<file path="src/rtl/irq_seq_pkg.sv">
package irq_seq_pkg;
  typedef enum logic [1:0] {
    ST_FETCH_BOUNDARY = 2'd0,
    ST_ACK            = 2'd1,
    ST_LOAD_VECTOR    = 2'd2,
    ST_EXECUTE        = 2'd3
  } seq_state_e;
endpackage

</file>
<file path="src/rtl/irq_ack_cell.sv">
module irq_ack_cell #(
  parameter int AW = 32
) (
  input  logic          clk_i,
  input  logic          rst_ni,
  input  logic          req_i,
  input  logic          ack_i,
  input  logic [AW-1:0] vec_i,
  output logic          ack_o,
  output logic          grant_o,
  output logic [AW-1:0] drive_o
);
  logic grant_q;

  // requesting cell absorbs the acknowledge
  assign ack_o = ack_i & ~req_i;

  always_ff @(posedge clk_i or negedge rst_ni) begin
    if (!rst_ni) grant_q <= 1'b0;
    else         grant_q <= ack_i & req_i;
  end

  assign grant_o = grant_q;
  assign drive_o = grant_q ? vec_i : '0;
endmodule

</file>
<file path="src/rtl/irq_ack_chain.sv">
module irq_ack_chain #(
  parameter int N_DEV = 4,
  parameter int AW    = 32
) (
  input  logic                clk_i,
  input  logic                rst_ni,
  input  logic                ack_i,
  input  logic [N_DEV-1:0]    req_i,
  input  logic [N_DEV*AW-1:0] vec_i,
  output logic [N_DEV-1:0]    grant_o,
  output logic [AW-1:0]       vec_o,
  output logic                found_o
);
  logic [N_DEV:0]         ack_link;
  logic [N_DEV:0][AW-1:0] vec_acc;
  logic [N_DEV-1:0][AW-1:0] drive;

  assign ack_link[0] = ack_i;
  assign vec_acc[0]  = '0;

  for (genvar g = 0; g < N_DEV; g++) begin : g_cell
    irq_ack_cell #(.AW(AW)) u_cell (
      .clk_i   (clk_i),
      .rst_ni  (rst_ni),
      .req_i   (req_i[g]),
      .ack_i   (ack_link[g]),
      .vec_i   (vec_i[g*AW +: AW]),
      .ack_o   (ack_link[g+1]),
      .grant_o (grant_o[g]),
      .drive_o (drive[g])
    );
    // shared bus modelled as OR of gated drivers
    assign vec_acc[g+1] = vec_acc[g] | drive[g];
  end

  assign vec_o   = vec_acc[N_DEV];
  assign found_o = |grant_o;
endmodule

</file>
<file path="src/rtl/irq_seq_ctrl.sv">
module irq_seq_ctrl
  import irq_seq_pkg::*;
#(
  parameter int AW = 32
) (
  input  logic          clk_i,
  input  logic          rst_ni,
  input  logic          instr_done_i,
  input  logic          irq_i,
  input  logic [AW-1:0] pc_i,
  input  logic          ei_i,
  input  logic          di_i,
  input  logic          reti_i,
  input  logic          found_i,
  input  logic [AW-1:0] vec_i,
  output logic          ack_o,
  output logic          pc_wr_o,
  output logic [AW-1:0] pc_wr_data_o,
  output logic [AW-1:0] k0_o,
  output logic          int_en_o,
  output logic          busy_o,
  output seq_state_e    state_o
);
  seq_state_e    state_q;
  logic          en_q;
  logic [AW-1:0] k0_q;
  logic [AW-1:0] pc_hold_q;
  logic          pc_wr_q;
  logic [AW-1:0] pc_wr_data_q;

  always_ff @(posedge clk_i or negedge rst_ni) begin
    if (!rst_ni) begin
      state_q      <= ST_EXECUTE;
      en_q         <= 1'b0;
      k0_q         <= '0;
      pc_hold_q    <= '0;
      pc_wr_q      <= 1'b0;
      pc_wr_data_q <= '0;
    end else begin
      pc_wr_q <= 1'b0;
      unique case (state_q)
        ST_EXECUTE: begin
          if (instr_done_i) state_q <= ST_FETCH_BOUNDARY;
        end
        ST_FETCH_BOUNDARY: begin
          state_q <= ST_EXECUTE;
          if (reti_i) begin
            pc_wr_q      <= 1'b1;
            pc_wr_data_q <= k0_q;
            en_q         <= 1'b1;
          end else if (di_i) begin
            en_q <= 1'b0;
          end else if (en_q && irq_i) begin
            en_q      <= 1'b0;
            pc_hold_q <= pc_i;
            state_q   <= ST_ACK;
          end else if (ei_i) begin
            en_q <= 1'b1;
          end
        end
        ST_ACK: state_q <= ST_LOAD_VECTOR;
        ST_LOAD_VECTOR: begin
          state_q <= ST_EXECUTE;
          if (found_i) begin
            k0_q         <= pc_hold_q;
            pc_wr_q      <= 1'b1;
            pc_wr_data_q <= vec_i;
          end else begin
            en_q <= 1'b1;  // spurious: nothing to return from
          end
        end
        default: state_q <= ST_EXECUTE;
      endcase
    end
  end

  assign ack_o        = (state_q == ST_ACK);
  assign busy_o       = (state_q == ST_ACK) || (state_q == ST_LOAD_VECTOR);
  assign pc_wr_o      = pc_wr_q;
  assign pc_wr_data_o = pc_wr_data_q;
  assign k0_o         = k0_q;
  assign int_en_o     = en_q;
  assign state_o      = state_q;
endmodule

</file>
<file path="src/rtl/irq_daisy_seq.sv">
module irq_daisy_seq
  import irq_seq_pkg::*;
#(
  parameter int N_DEV = 4,
  parameter int AW    = 32
) (
  input  logic                clk_i,
  input  logic                rst_ni,
  input  logic                instr_done_i,
  input  logic [AW-1:0]       pc_i,
  input  logic [N_DEV-1:0]    dev_req_i,
  input  logic [N_DEV*AW-1:0] dev_vec_i,
  input  logic                ei_i,
  input  logic                di_i,
  input  logic                reti_i,
  output logic                ack_o,
  output logic [N_DEV-1:0]    dev_ack_o,
  output logic                pc_wr_o,
  output logic [AW-1:0]       pc_wr_data_o,
  output logic [AW-1:0]       k0_o,
  output logic                int_en_o,
  output logic                busy_o
);
  logic          irq_line;
  logic          ack_w;
  logic          found_w;
  logic [AW-1:0] vec_bus;
  seq_state_e    seq_state;

  assign irq_line = |dev_req_i;

  irq_seq_ctrl #(.AW(AW)) u_ctrl (
    .clk_i        (clk_i),
    .rst_ni       (rst_ni),
    .instr_done_i (instr_done_i),
    .irq_i        (irq_line),
    .pc_i         (pc_i),
    .ei_i         (ei_i),
    .di_i         (di_i),
    .reti_i       (reti_i),
    .found_i      (found_w),
    .vec_i        (vec_bus),
    .ack_o        (ack_w),
    .pc_wr_o      (pc_wr_o),
    .pc_wr_data_o (pc_wr_data_o),
    .k0_o         (k0_o),
    .int_en_o     (int_en_o),
    .busy_o       (busy_o),
    .state_o      (seq_state)
  );

  irq_ack_chain #(.N_DEV(N_DEV), .AW(AW)) u_chain (
    .clk_i   (clk_i),
    .rst_ni  (rst_ni),
    .ack_i   (ack_w),
    .req_i   (dev_req_i),
    .vec_i   (dev_vec_i),
    .grant_o (dev_ack_o),
    .vec_o   (vec_bus),
    .found_o (found_w)
  );

  assign ack_o = ack_w;
endmodule

</file>
<file path="config.mk">
export PLATFORM = sky130hd
export DESIGN_NAME = irq_daisy_seq
export DESIGN_NICKNAME = d
export VERILOG_FILES = /design/src/rtl/irq_seq_pkg.sv /design/src/rtl/irq_ack_cell.sv /design/src/rtl/irq_ack_chain.sv /design/src/rtl/irq_seq_ctrl.sv /design/src/rtl/irq_daisy_seq.sv
export SDC_FILE = /design/constraint.sdc
export NUM_CORES = 1
export LEC_CHECK = 0
export BUFFER_PORTS_ARGS = -buffer_cell sky130_fd_sc_hd__buf_2
export CAP_MARGIN = 20
export CORE_ASPECT_RATIO = 0.75
export CORE_MARGIN = 4
export CORE_UTILIZATION = 24
export CTS_CLUSTER_SIZE = 24
export DETAILED_ROUTE_END_ITERATION = 10
export PLACE_DENSITY_LB_ADDON = 0.12
export SYNTH_ARGS = -nofsm -noshare
export SYNTH_HDL_FRONTEND = slang
export SYNTH_SLANG_ARGS = --single-unit
</file>
<file path="constraint.sdc">
create_clock -name clk_i -period 2.4 [get_ports clk_i]
set_input_delay 0.36 -clock clk_i [delete_from_list [all_inputs] [get_ports clk_i]]
set_output_delay 0.36 -clock clk_i [all_outputs]
set_load 0.03 [all_outputs]
</file>
==> flow_metrics.tcl <==
set metrics [dict create \
    cts_tree "done" \
    p_sw_share_pct 42.0 \
    grt_pass1_vias 4457 \
    p_comb_share_pct 48.3 \
    worst_slack_ns 0.407 \
    finalSetupViolCount 0 \
    crit_type "reg2reg" \
    core_area_um2 20300 \
    required_ns 2.63 \
    rows 45 \
    pre_cts_ws_ns 0.0749 \
    yosys.area_share.xor_xnor_pct 0 \
    crit_fanout 32 \
    switchingPower_w 0.00373 \
    cap_violations 0 \
    synth-edff-count 0 \
    num_vias 4294 \
    synth_top_family_by_area "multiplexers" \
    grt.total_usage_pct 14.0 \
    p_leak_nw 3.23 \
    grt_overflow 0 \
    synth-adder-area-share_pct 1.26 \
    place_area_um2 6410 \
    worstMarginPinSlew_ns 0.549 \
    crit_path_max_incr_delay_ns 0.57 \
    initial_core_util_pct 24.5 \
    area_growth_pct 35.2 \
    clock_latency_ns 0.35 \
    synthMuxAreaShare_pct 21.7 \
    clk_pin_slew_worst_paths_ns 0.08 \
    synth.largest_area_cell "dfrtp_1" \
    post-route-util_pct 33.1 \
    routed_via_density 4.70 \
    gp_congestion 0.759 \
    critPathSlowestCell "dfstp_2" \
    cts_buffers 9 \
    fin_crit_sh_pct 83.0 \
    synthSimpleGateAreaFrac_pct 7.76 \
    wl_per_cell_um 18.1 \
    synthArstFlopShare_pct 100 \
    p_seq_share_pct 34.8 \
    period_needed_ns 1.99 \
    intPower_w 0.00516 \
    design_area_um2 6730 \
    clock_sinks 104 \
    clockRootBuffer "clkbuf_16" \
    syn_inst 402 \
    nets 801 \
    grt_pass1_wl_mm 25.3 \
    fin_setup_tns_ns 0 \
    grt_max_degree 67 \
    antenna_found_initial 3 \
    ios 242 \
    n_antenna_cell 0 \
    powerDensity_nw_per_um2 1320 \
    cp_cell_sequence "inv_1 -> ha_1 -> nand2_1 -> a22o_4 -> mux2_2" \
    htreeDepth 3 \
    fin_worst_skew_ns 0.00880 \
    r2r_cells 5 \
    vdd_drop_max_mv 0.533 \
    first_pass_iters 6 \
    grt_setup_unrepaired "no" \
    synth_cell_type_count 31 \
    synth_area_um2 4980 \
    slew_violations 0 \
    relSlewSlack_pct 63.4 \
    die_h_um 133 \
    die_w_um 174 \
    syn_avg_cell_area_um2 12.4 \
    postRouteWirelength_mm 16.5 \
    ys_ff_latch 104 \
    synth_top_area_share_pct 51.3 \
    synthFlopType "dfrtp_1" \
    cp-end-kind "flop" \
    arrival_ns 2.23 \
    total_power_w 0.00889 \
    yosys-top-cells-area "dfrtp_1 (51%), mux2_2 (14%), mux2_1 (7.9%)" \
    synth_warnings 0 \
    hold_class "in2reg" \
    ant_nets 0 \
    port_buffers 241 \
    outcome "finished clean" \
    whs_path_depth 2 \
    synth_compound_area_share_pct 11.9 \
    hpwl_mm 12.1 \
    syn-num-nets 577 \
    synth.yosys.seq_area_share_pct 52.3 \
    startpoint_type "flop" \
    fmax_mhz 502 \
    drt_iter0_markers 276 \
    fp.dieArea_um2 23100 \
    drc_errors 0 \
    clockBufferDepth 2 \
    layout-drive-gt1-share_pct 53.2 \
    clock_power_share_pct 16.9 \
    finalHoldViolations 0 \
]
[power by group through the flow]
stage	Combinational [W]	Sequential (W)	Clock, W
after CTS	0.00436	0.00311	0.00157
after floorplan	0.00224	0.00397	0
final	0.00430	0.00309	0.00150
after global routing	0.00467	0.00322	0.00162
after detailed placement	0.00436	0.00314	0
after global placement	0.00430	0.00310	0
[synthesized netlist by cell type (2+ instances only)]
cell / n
buf_6: 9
dfstp_2: 2
mux2_2: 61
nand2b_1: 4
nor2b_1: 2
inv_1: 4
nor3b_1: 3
a31oi_1: 32
clkbuf_1: 16
buf_4: 5
buf_2: 7
nand2_1: 35
mux2_1: 35
a222oi_1: 32
ha_1: 5
dfrtp_1: 102
nor2_1: 34
[routing by layer]
metal | track usage (%) | vias to the layer above | share of wire [%]
li1 | - | 1955 | -
met1 | 17.3 | 2110 | 42
met2 | 23.3 | 204 | 47
met3 | 5.57 | 19 | 10
met4 | 2.99 | 6 | 1.2
met5 | 0 | - | 0.21
[cell families after synthesis]
| logic type | Yosys count |
|---|---|
| multiplexers | 96 |
| AND/OR/NAND/NOR | 85 |
| adder cells (fa/ha/maj) | 5 |
| AO/OA/AOI/OAI | 70 |
| flip-flops | 104 |
| buffers and inverters | 42 |
[cell usage in the layout, fill, tap and decap left out, drive strengths merged]
cell           n
a31oi         32
nor4           1
a221o          1
o41ai          1
a22o           1
ha             5
nand2b         4
a311oi         1
nand2         35
or3b           1
nor3b          3
and2           1
dfrtp        102
nor2b          2
bufinv         1
dlygate4sd3    1
inv            7
nor4b          1
clkinv         1
mux2          96
or3            1
clkbuf         9
dfstp          2
a222oi        32
buf          250
a211oi         1
nor2          35
o31ai          1
clkinvlp       2
nor3           1
[per-stage QoR]
step / std cells / hold WS (ns)
6_report: 913 / 0.229
5_1_grt: 913 / 0.221
4_1_cts: 913 / 0.214
3_5_place_dp: 896 / 0.388
3_3_place_gp: 896 / 0.370
2_1_floorplan: 402 / 0.0644
[cell type report]
class / count / area [um^2]
Clock buffer: 9 / 225
Clock inverter: 7 / 76.3
Fill cell: 2086 / 13600
Inverter: 4 / 15.0
Multi-Input combinational cell: 256 / 2130
Sequential cell: 104 / 2610
Tap cell: 282 / 353
Timing Repair Buffer: 251 / 1320
[sequential cells by signal, indices dropped and copies added (netlist names)]
register and count:
u_ctrl.pc_wr_data_o 32, u_ctrl.int_en_o 1, u_ctrl.pc_wr_o 1, u_ctrl.pc_hold_q 32, u_ctrl.k0_o 32, u_ctrl.state_o 2
u_chain.g_cell.u_cell.grant_o 4
[worst max-delay path: cells and delay by family (launching register included)]
kind                     cells  cell delay [ns]
adder cells (fa/ha/maj)      1             0.25
multiplexers                 1             0.40
AND/OR/NAND/NOR              1             0.12
AO/OA/AOI/OAI                1             0.47
flip-flops                   1             0.57
buffers and inverters        1             0.07
[worst paths after layout]
| path | slack, ns | end | from |
|---|---|---|---|
| max | 0.41 | u_ctrl.pc_wr_data_o[5] | u_ctrl.state_o[0] |
| min in group asynchronous | 0.53 | u_ctrl.pc_wr_data_o[8] | rst_ni |
| max in group asynchronous | 1.09 | u_ctrl.k0_o[24] | rst_ni |
| max reg2reg | 0.41 | u_ctrl.pc_wr_data_o[5] | u_ctrl.state_o[0] |
| min | 0.23 | u_ctrl.pc_hold_q[5] | pc_i[5] |
| min reg2reg | 0.47 | u_ctrl.k0_o[29] | u_ctrl.pc_hold_q[29] |
[timing repair]
action	CTS	global route
endpoints found under the setup margin	0	24
hold endpoints to repair	2	0
resized for setup	0	1
setup buffers	0	0
hold buffers	1	0
No activity file was read; power rests on OpenSTA's default activity.
